## config.mk

```make
export PLATFORM = sky130hd
export DESIGN_NAME = bank_ret_reg
export DESIGN_NICKNAME = d
export VERILOG_FILES = /design/src/rtl/bank_ret_pkg.sv /design/src/rtl/bank_ret_ctrl.sv /design/src/rtl/bank_ret_dp.sv /design/src/rtl/bank_ret_reg.sv
export SDC_FILE = /design/constraint.sdc
export NUM_CORES = 1
export LEC_CHECK = 0
export BUFFER_PORTS_ARGS = -buffer_cell sky130_fd_sc_hd__buf_2
export CORE_MARGIN = 1.5
export CORE_UTILIZATION = 31
export CTS_BUF_LIST = sky130_fd_sc_hd__clkbuf_16
export DETAILED_ROUTE_END_ITERATION = 6
export PLACE_DENSITY = 0.86
export SLEW_MARGIN = 25
export SYNTH_ARGS = -nofsm -noshare
export SYNTH_HDL_FRONTEND = slang
export SYNTH_SLANG_ARGS = --single-unit
```

## constraint.sdc

```tcl
create_clock -name clk -period 1.7 [get_ports clk]
set_input_delay 0.34 -clock clk [delete_from_list [all_inputs] [get_ports clk]]
set_output_delay 0.34 -clock clk [all_outputs]
set_load 0.01 [all_outputs]
```

## src/rtl/bank_ret_pkg.sv

```systemverilog
package bank_ret_pkg;

  // Strobes from control to datapath, one cycle each
  typedef struct packed {
    logic loadMask;
    logic clrReady;
    logic setReady;
    logic issueReq;
  } ctlStrobe_t;

  typedef enum logic [1:0] {
    ST_KICK = 2'd0,   // post-reset automatic request
    ST_WAIT = 2'd1,   // request outstanding, waiting for acknowledge
    ST_IDLE = 2'd2    // configuration applied, writes accepted
  } retState_t;

endpackage

```

## src/rtl/bank_ret_ctrl.sv

```systemverilog
module bank_ret_ctrl
  import bank_ret_pkg::*;
(
  input  logic       clk,
  input  logic       rst_n,
  input  logic       wrHit,
  input  logic       wrDiff,
  input  logic       ctlAck,
  output ctlStrobe_t strobe
);

  retState_t stateQ, stateD;

  always_ff @(posedge clk) begin
    if (!rst_n) stateQ <= ST_KICK;
    else        stateQ <= stateD;
  end

  always_comb begin
    stateD = stateQ;
    strobe = '0;
    unique case (stateQ)
      ST_KICK: begin
        strobe.issueReq = 1'b1;
        stateD          = ST_WAIT;
      end
      ST_WAIT: begin
        if (ctlAck) begin
          strobe.setReady = 1'b1;
          stateD          = ST_IDLE;
        end
      end
      ST_IDLE: begin
        if (wrHit && wrDiff) begin
          strobe.loadMask = 1'b1;
          strobe.clrReady = 1'b1;
          strobe.issueReq = 1'b1;
          stateD          = ST_WAIT;
        end
      end
      default: stateD = ST_KICK;
    endcase
  end

endmodule

```

## src/rtl/bank_ret_dp.sv

```systemverilog
module bank_ret_dp
  import bank_ret_pkg::*;
#(
  parameter int NUM_BANKS  = 8,
  parameter int ADDR_W     = 12,
  parameter int DATA_W     = 32,
  parameter int REG_OFFSET = 'h18,
  parameter int READY_BIT  = 16
) (
  input  logic                 clk,
  input  logic                 rst_n,
  input  logic [ADDR_W-1:0]    busAddr,
  input  logic                 busWrEn,
  input  logic [DATA_W-1:0]    busWrData,
  input  ctlStrobe_t           strobe,
  output logic [DATA_W-1:0]    busRdData,
  output logic                 wrHit,
  output logic                 wrDiff,
  output logic                 ctlReq,
  output logic [NUM_BANKS-1:0] ctlMask,
  output logic                 readyQ
);

  localparam logic [ADDR_W-1:0] OFFS = ADDR_W'(REG_OFFSET);

  logic                   addrHit;
  logic [NUM_BANKS-1:1]   keepQ;
  logic [NUM_BANKS-1:0]   maskFull;
  logic                   reqQ;
  logic                   unusedWrBits;

  assign addrHit = (busAddr == OFFS);
  assign wrHit   = busWrEn && addrHit;
  assign wrDiff  = (busWrData[NUM_BANKS-1:1] != keepQ);

  // Bits outside the writable mask field are discarded
  assign unusedWrBits = ^{busWrData[DATA_W-1:NUM_BANKS], busWrData[0]};

  // One enable flop per switchable bank; bank 0 is a constant
  for (genvar g = 1; g < NUM_BANKS; g++) begin : g_bank
    always_ff @(posedge clk) begin
      if (!rst_n)               keepQ[g] <= 1'b1;
      else if (strobe.loadMask) keepQ[g] <= busWrData[g];
    end
  end

  assign maskFull = {keepQ, 1'b1};

  always_ff @(posedge clk) begin
    if (!rst_n) begin
      readyQ <= 1'b0;
      reqQ   <= 1'b0;
    end else begin
      reqQ <= strobe.issueReq;
      if (strobe.clrReady)      readyQ <= 1'b0;
      else if (strobe.setReady) readyQ <= 1'b1;
    end
  end

  assign ctlReq  = reqQ;
  assign ctlMask = maskFull;

  always_comb begin
    busRdData = '0;
    if (addrHit) begin
      busRdData[NUM_BANKS-1:0] = maskFull;
      busRdData[READY_BIT]     = readyQ;
    end
  end

endmodule

```

## src/rtl/bank_ret_reg.sv

```systemverilog
module bank_ret_reg
  import bank_ret_pkg::*;
#(
  parameter int NUM_BANKS  = 8,
  parameter int ADDR_W     = 12,
  parameter int REG_OFFSET = 'h18,
  parameter int READY_BIT  = 16
) (
  input  logic                 clk,
  input  logic                 rst_n,
  input  logic [ADDR_W-1:0]    busAddr,
  input  logic                 busWrEn,
  input  logic [31:0]          busWrData,
  output logic [31:0]          busRdData,
  output logic                 ctlReq,
  output logic [NUM_BANKS-1:0] ctlMask,
  input  logic                 ctlAck,
  output logic                 sramReady
);

  ctlStrobe_t strobe;
  logic       wrHit;
  logic       wrDiff;

  bank_ret_ctrl ctrl_i (
    .clk    (clk),
    .rst_n  (rst_n),
    .wrHit  (wrHit),
    .wrDiff (wrDiff),
    .ctlAck (ctlAck),
    .strobe (strobe)
  );

  bank_ret_dp #(
    .NUM_BANKS  (NUM_BANKS),
    .ADDR_W     (ADDR_W),
    .DATA_W     (32),
    .REG_OFFSET (REG_OFFSET),
    .READY_BIT  (READY_BIT)
  ) dp_i (
    .clk       (clk),
    .rst_n     (rst_n),
    .busAddr   (busAddr),
    .busWrEn   (busWrEn),
    .busWrData (busWrData),
    .strobe    (strobe),
    .busRdData (busRdData),
    .wrHit     (wrHit),
    .wrDiff    (wrDiff),
    .ctlReq    (ctlReq),
    .ctlMask   (ctlMask),
    .readyQ    (sramReady)
  );

endmodule

```

After elaboration in Yosys (flattened, before gate mapping)
Index checks and enable logic that the tools add are counted. Widths: inputs -> output; s select.

Logic and storage cells: 33. Bits in registers: 11. Input port bits: 48.

Multiplexer cells: 11. Reduce and logical (&&, ||, !) cells: 5. Bitwise gates (word level): 1. Eq/ne operators: 6.

Operator list (count): $eq 12x5->1 const B (1); $mux 2 (4); $mux 8 (1); $ne 7x7->1 (1); $pmux 2 s3 (1); $mux 1 (4); $eq 2x1->1 const B (1); $eq 2x2->1 const B (1); $logic_and 1x1->1 (2); $logic_not 2->1 (1); $ne 2x1->1 const B (1); $ne 2x2->1 const B (1); $pmux 1 s2 (1); $reduce_and 2->1 (1); $reduce_or 2->1 (1); $not 1->1 (1).

Logic depth before layout (Yosys ltp)
Depth in word-level cells: 6. Gate-level depth with buffers: 5. Depth with buffers taken out: 4.

By module
From an unflattened synthesis, not the netlist that was laid out.

Cells, all modules: 92. Area, all modules: 803.3 µm².

Modules (own cells, without submodules): bank_ret_dp (sequential area each 180.2 µm², instances 1, area an instance 703.2 µm², cells each 80); bank_ret_ctrl (sequential area each 40.0 µm², instances 1, area an instance 100.1 µm², cells each 12).

Worst setup path after synthesis
OpenSTA, ideal clock, no wires.

Path type: input -> register. Start: in busAddr[9]. End: reg dp_i.keepQ, in the netlist dp_i.ctlMask[1]. Setup slack: -0.165 ns. Arrival: 1.724 ns. Stages on the path: 5. Buffers on the path: 1. Setup time: 0.141 ns. Data required time: 1.559 ns. Cell sequence: or4_1 buf_2 nor4_4 o21a_4 o211ai_1.

Cells in the longest elaborated chain, start to end: 5.

Ends and longest elaborated chain: start: declaration (line bank_ret_reg.sv:11) `input logic [ADDR_W-1:0] busAddr,`; $eq 12x5->1 (line bank_ret_dp.sv:32) `assign addrHit = (busAddr == OFFS);`; $logic_and 1x1->1 (line bank_ret_dp.sv:33) `assign wrHit = busWrEn && addrHit;`; $logic_and 1x1->1 (line bank_ret_ctrl.sv:34) `if (wrHit && wrDiff) begin`; $mux 2 (line bank_ret_ctrl.sv:34); $mux 2 (line bank_ret_ctrl.sv:22) `unique case (stateQ)`; end signal: indexed assignment (line bank_ret_dp.sv:43) `else if (strobe.loadMask) keepQ[g] <= busWrData[g];`; end: declaration (line bank_ret_dp.sv:27) `logic [NUM_BANKS-1:1] keepQ;`.

No other way between the ends. A chain may end at the register's enable or synchronous reset.

Worst setup path after layout
Start: in busAddr[6]. End: out busRdData[5].

Cells in the longest elaborated chain, start to end: 2.

Ends and longest elaborated chain: $eq 12x5->1 (line bank_ret_dp.sv:32); $mux 8 (line bank_ret_dp.sv:65) `if (addrHit) begin`; end: declaration (line bank_ret_reg.sv:14) `output logic [31:0] busRdData,`.

No other way between the ends.

==> impl_metrics.tcl <==
set metrics [dict create \
    cts_hold_buffers 0 \
    first_iter_violations 13 \
    die-width_um 55.1 \
    end_kind "output port" \
    avgViaCountPerCell 4.94 \
    fin_ws_ps -171 \
    fill_cells 262 \
    vias 870 \
    tritoncts "done" \
    avgRoutedWirePerCell_um 13.4 \
    n_antenna_cell 0 \
    io_pins 90 \
    power.density_mw_per_mm2 670 \
    grt_max_degree 13 \
    clk_pin_slew_worst_paths_ps 40 \
    insertion_delay_ps 240 \
    cts_inserted_buffers 3 \
    antenna_found_initial 0 \
    preCtsSetupSlack_ps -234 \
    drv_slew 0 \
    max_freq_mhz 534 \
    grt_usage 0.157 \
    min_path_type "in2reg" \
    clock_skew_ps 1.63 \
    ys_top_cells_by_area "dfxtp_1 (26%), buf_4 (22%), o211ai_1 (13%), xnor2_1 (7.3%), nor4_1 (5.2%)" \
    multiInputGateArea_sq_um 569 \
    die_area_sq_mm 0.00304 \
    final_cell_mix "buf_2 (36), conb_1 (24), o211ai_1 (15)" \
    setup_violations 16 \
    hpwl_mm 1.48 \
    cts_root_buf "clkbuf_16" \
    grt_pass1_wl_mm 3.37 \
    status "finished with violations" \
    cts_num_sinks 11 \
    gp_congestion 0.731 \
    grt_pass1_vias 780 \
    path_max_fanout 5 \
    antenna_left 0 \
    syn_area_sq_um 842 \
    critPathRequiredTime_ps 1360 \
    drive_gt1_frac 0.438 \
    synth_top_area_frac 0.262 \
    pwr-share-seq 0.333 \
    busiest_layer "met2" \
    rows 18 \
    final_common_cell "buf_2" \
    synth_cells 100 \
    synth_cell_types 25 \
    critical_path_class "in2out" \
    clkPwrFrac 0.515 \
    p_leak_nw 0.599 \
    sw_frac_of_total 0.237 \
    portBuffers 40 \
    rsz0062_at_grt "yes" \
    use_met2 0.256 \
    first_pass_iters 4 \
    startpoint_type "input port" \
    avgSynthCellArea_sq_um 8.42 \
    coreArea_sq_mm 0.00252 \
    ys_ff_latch 11 \
    yosysWarnings 0 \
    placedInstanceArea_sq_um 992 \
    clockBufferDepth 2 \
    overflow 0 \
    fin_crit_sh 1.10 \
    final_area_sq_mm 0.00122 \
    combPwrFrac 0.153 \
    area.sequential_sq_um 220 \
    ys_seq_area_frac 0.262 \
    violations "negative setup slack" \
    htree_levels 1 \
    areaGrowthSynthToFinish_pct 45.5 \
    p_sw_mw 0.194 \
    p_int_mw 0.626 \
    max-cap-violations 0 \
    synth.largest_area_cell "dfxtp_1" \
    total_power_mw 0.820 \
    use_met3 0.0161 \
    initial_core_util 0.334 \
    hold_viol 0 \
    crit_arrival_ps 1530 \
    final_nets 195 \
    fin_crit_ps 1870 \
    die_y_um 55.1 \
    drt_wl_total_mm 2.35 \
    fin_tns_setup_ps -1180 \
    met1_usage 0.212 \
    post-route-drc-count 0 \
    ir_worst_vdd_v 0.000467 \
]
[synth_stat cells]
cell type and count:
buf_4 25, o211ai_1 15, dfxtp_1 11, inv_1 8, nor4_1 7, xnor2_1 7
and2_1 2, clkbuf_1 2, conb_1 2, nand2_1 2, nand3b_1 2, nor2_1 2
nor3_1 2, o21ai_0 2, a21oi_1 1, a41o_1 1, buf_2 1, buf_6 1
nand3_1 1, nand4_1 1, nand4bb_1 1, nor4_4 1, o21a_4 1, or4_1 1
or4_4 1
[layer usage]
| metal | up-vias | share of wire |
|---|---|---|
| met4 | 0 | 0.0081 |
| met5 | - | 0 |
| li1 | 408 | - |
| met1 | 411 | 0.43 |
| met2 | 49 | 0.50 |
| met3 | 2 | 0.063 |
[worst max-delay path: stages]
cell	delay (ps)
buf_6	100
or4_4	610
nor4_2	310
buf_2	180
[registers in the layout, summed over array words and instances (netlist names)]
name	flops
ctrl_i.stateQ	2
dp_i.ctlMask	7
dp_i.ctlReq	1
dp_i.readyQ	1
[per-stage QoR]
step	std cells	hold WS, ps	utilization
after floorplan	122	454	-
after detailed placement	168	498	0.393
after CTS	176	405	0.468
after global placement	168	482	0.393
final	176	408	0.486
after global routing	176	418	0.486
[area by class of cell]
| cell class | count | share of cell area |
|---|---|---|
| Clock buffer | 3 | 0.0613 |
| Multi-Input combinational cell | 76 | 0.465 |
| Inverter | 8 | 0.0245 |
| Timing Repair Buffer | 47 | 0.236 |
| Tap cell | 30 | 0.0306 |
| Sequential cell | 11 | 0.180 |
| Clock inverter | 1 | 0.00306 |
[path summary, 6_finish.rpt]
| kind | end | from | slack [ps] | cells after the start |
|---|---|---|---|---|
| hold / removal | dp_i.ctlMask[1]$_SDFFE_PN1P_ | rst_n | 410 | 2 |
| hold reg to reg | dp_i.ctlReq$_SDFF_PN0_ | ctrl_i.stateQ[1]$_SDFFE_PN0P_ | 500 | 1 |
| setup / recovery | busRdData[5] | busAddr[6] | -170 | 4 |
| setup reg to reg | dp_i.ctlMask[2]$_SDFFE_PN1P_ | dp_i.ctlMask[5]$_SDFFE_PN1P_ | 280 | 5 |
[power by group through the flow]
stage,sequential (mW),clock [mW],combinational (mW)
final,0.273,0.422,0.125
after global routing,0.274,0.441,0.139
after CTS,0.273,0.427,0.118
after detailed placement,0.277,0,0.101
after global placement,0.277,0,0.0987
after floorplan,0.278,0,0.100
[kinds of logic after synthesis]
logic type             after synthesis  synth area share
buffers and inverters               37             0.287
AO/OA/AOI/OAI                       20             0.181
flip-flops                          11             0.262
AND/OR/NAND/NOR                     23             0.189
other                                2           0.00892
XOR/XNOR                             7            0.0728
[what timing repair did]
item | in CTS | in global routing
endpoints found under the setup margin | 9 | 16
gates resized for setup | 14 | 7
setup buffers | 2 | 0
cloned | 2 | 0
pin swaps | 8 | 12
No activity file was read; power rests on OpenSTA's default activity.
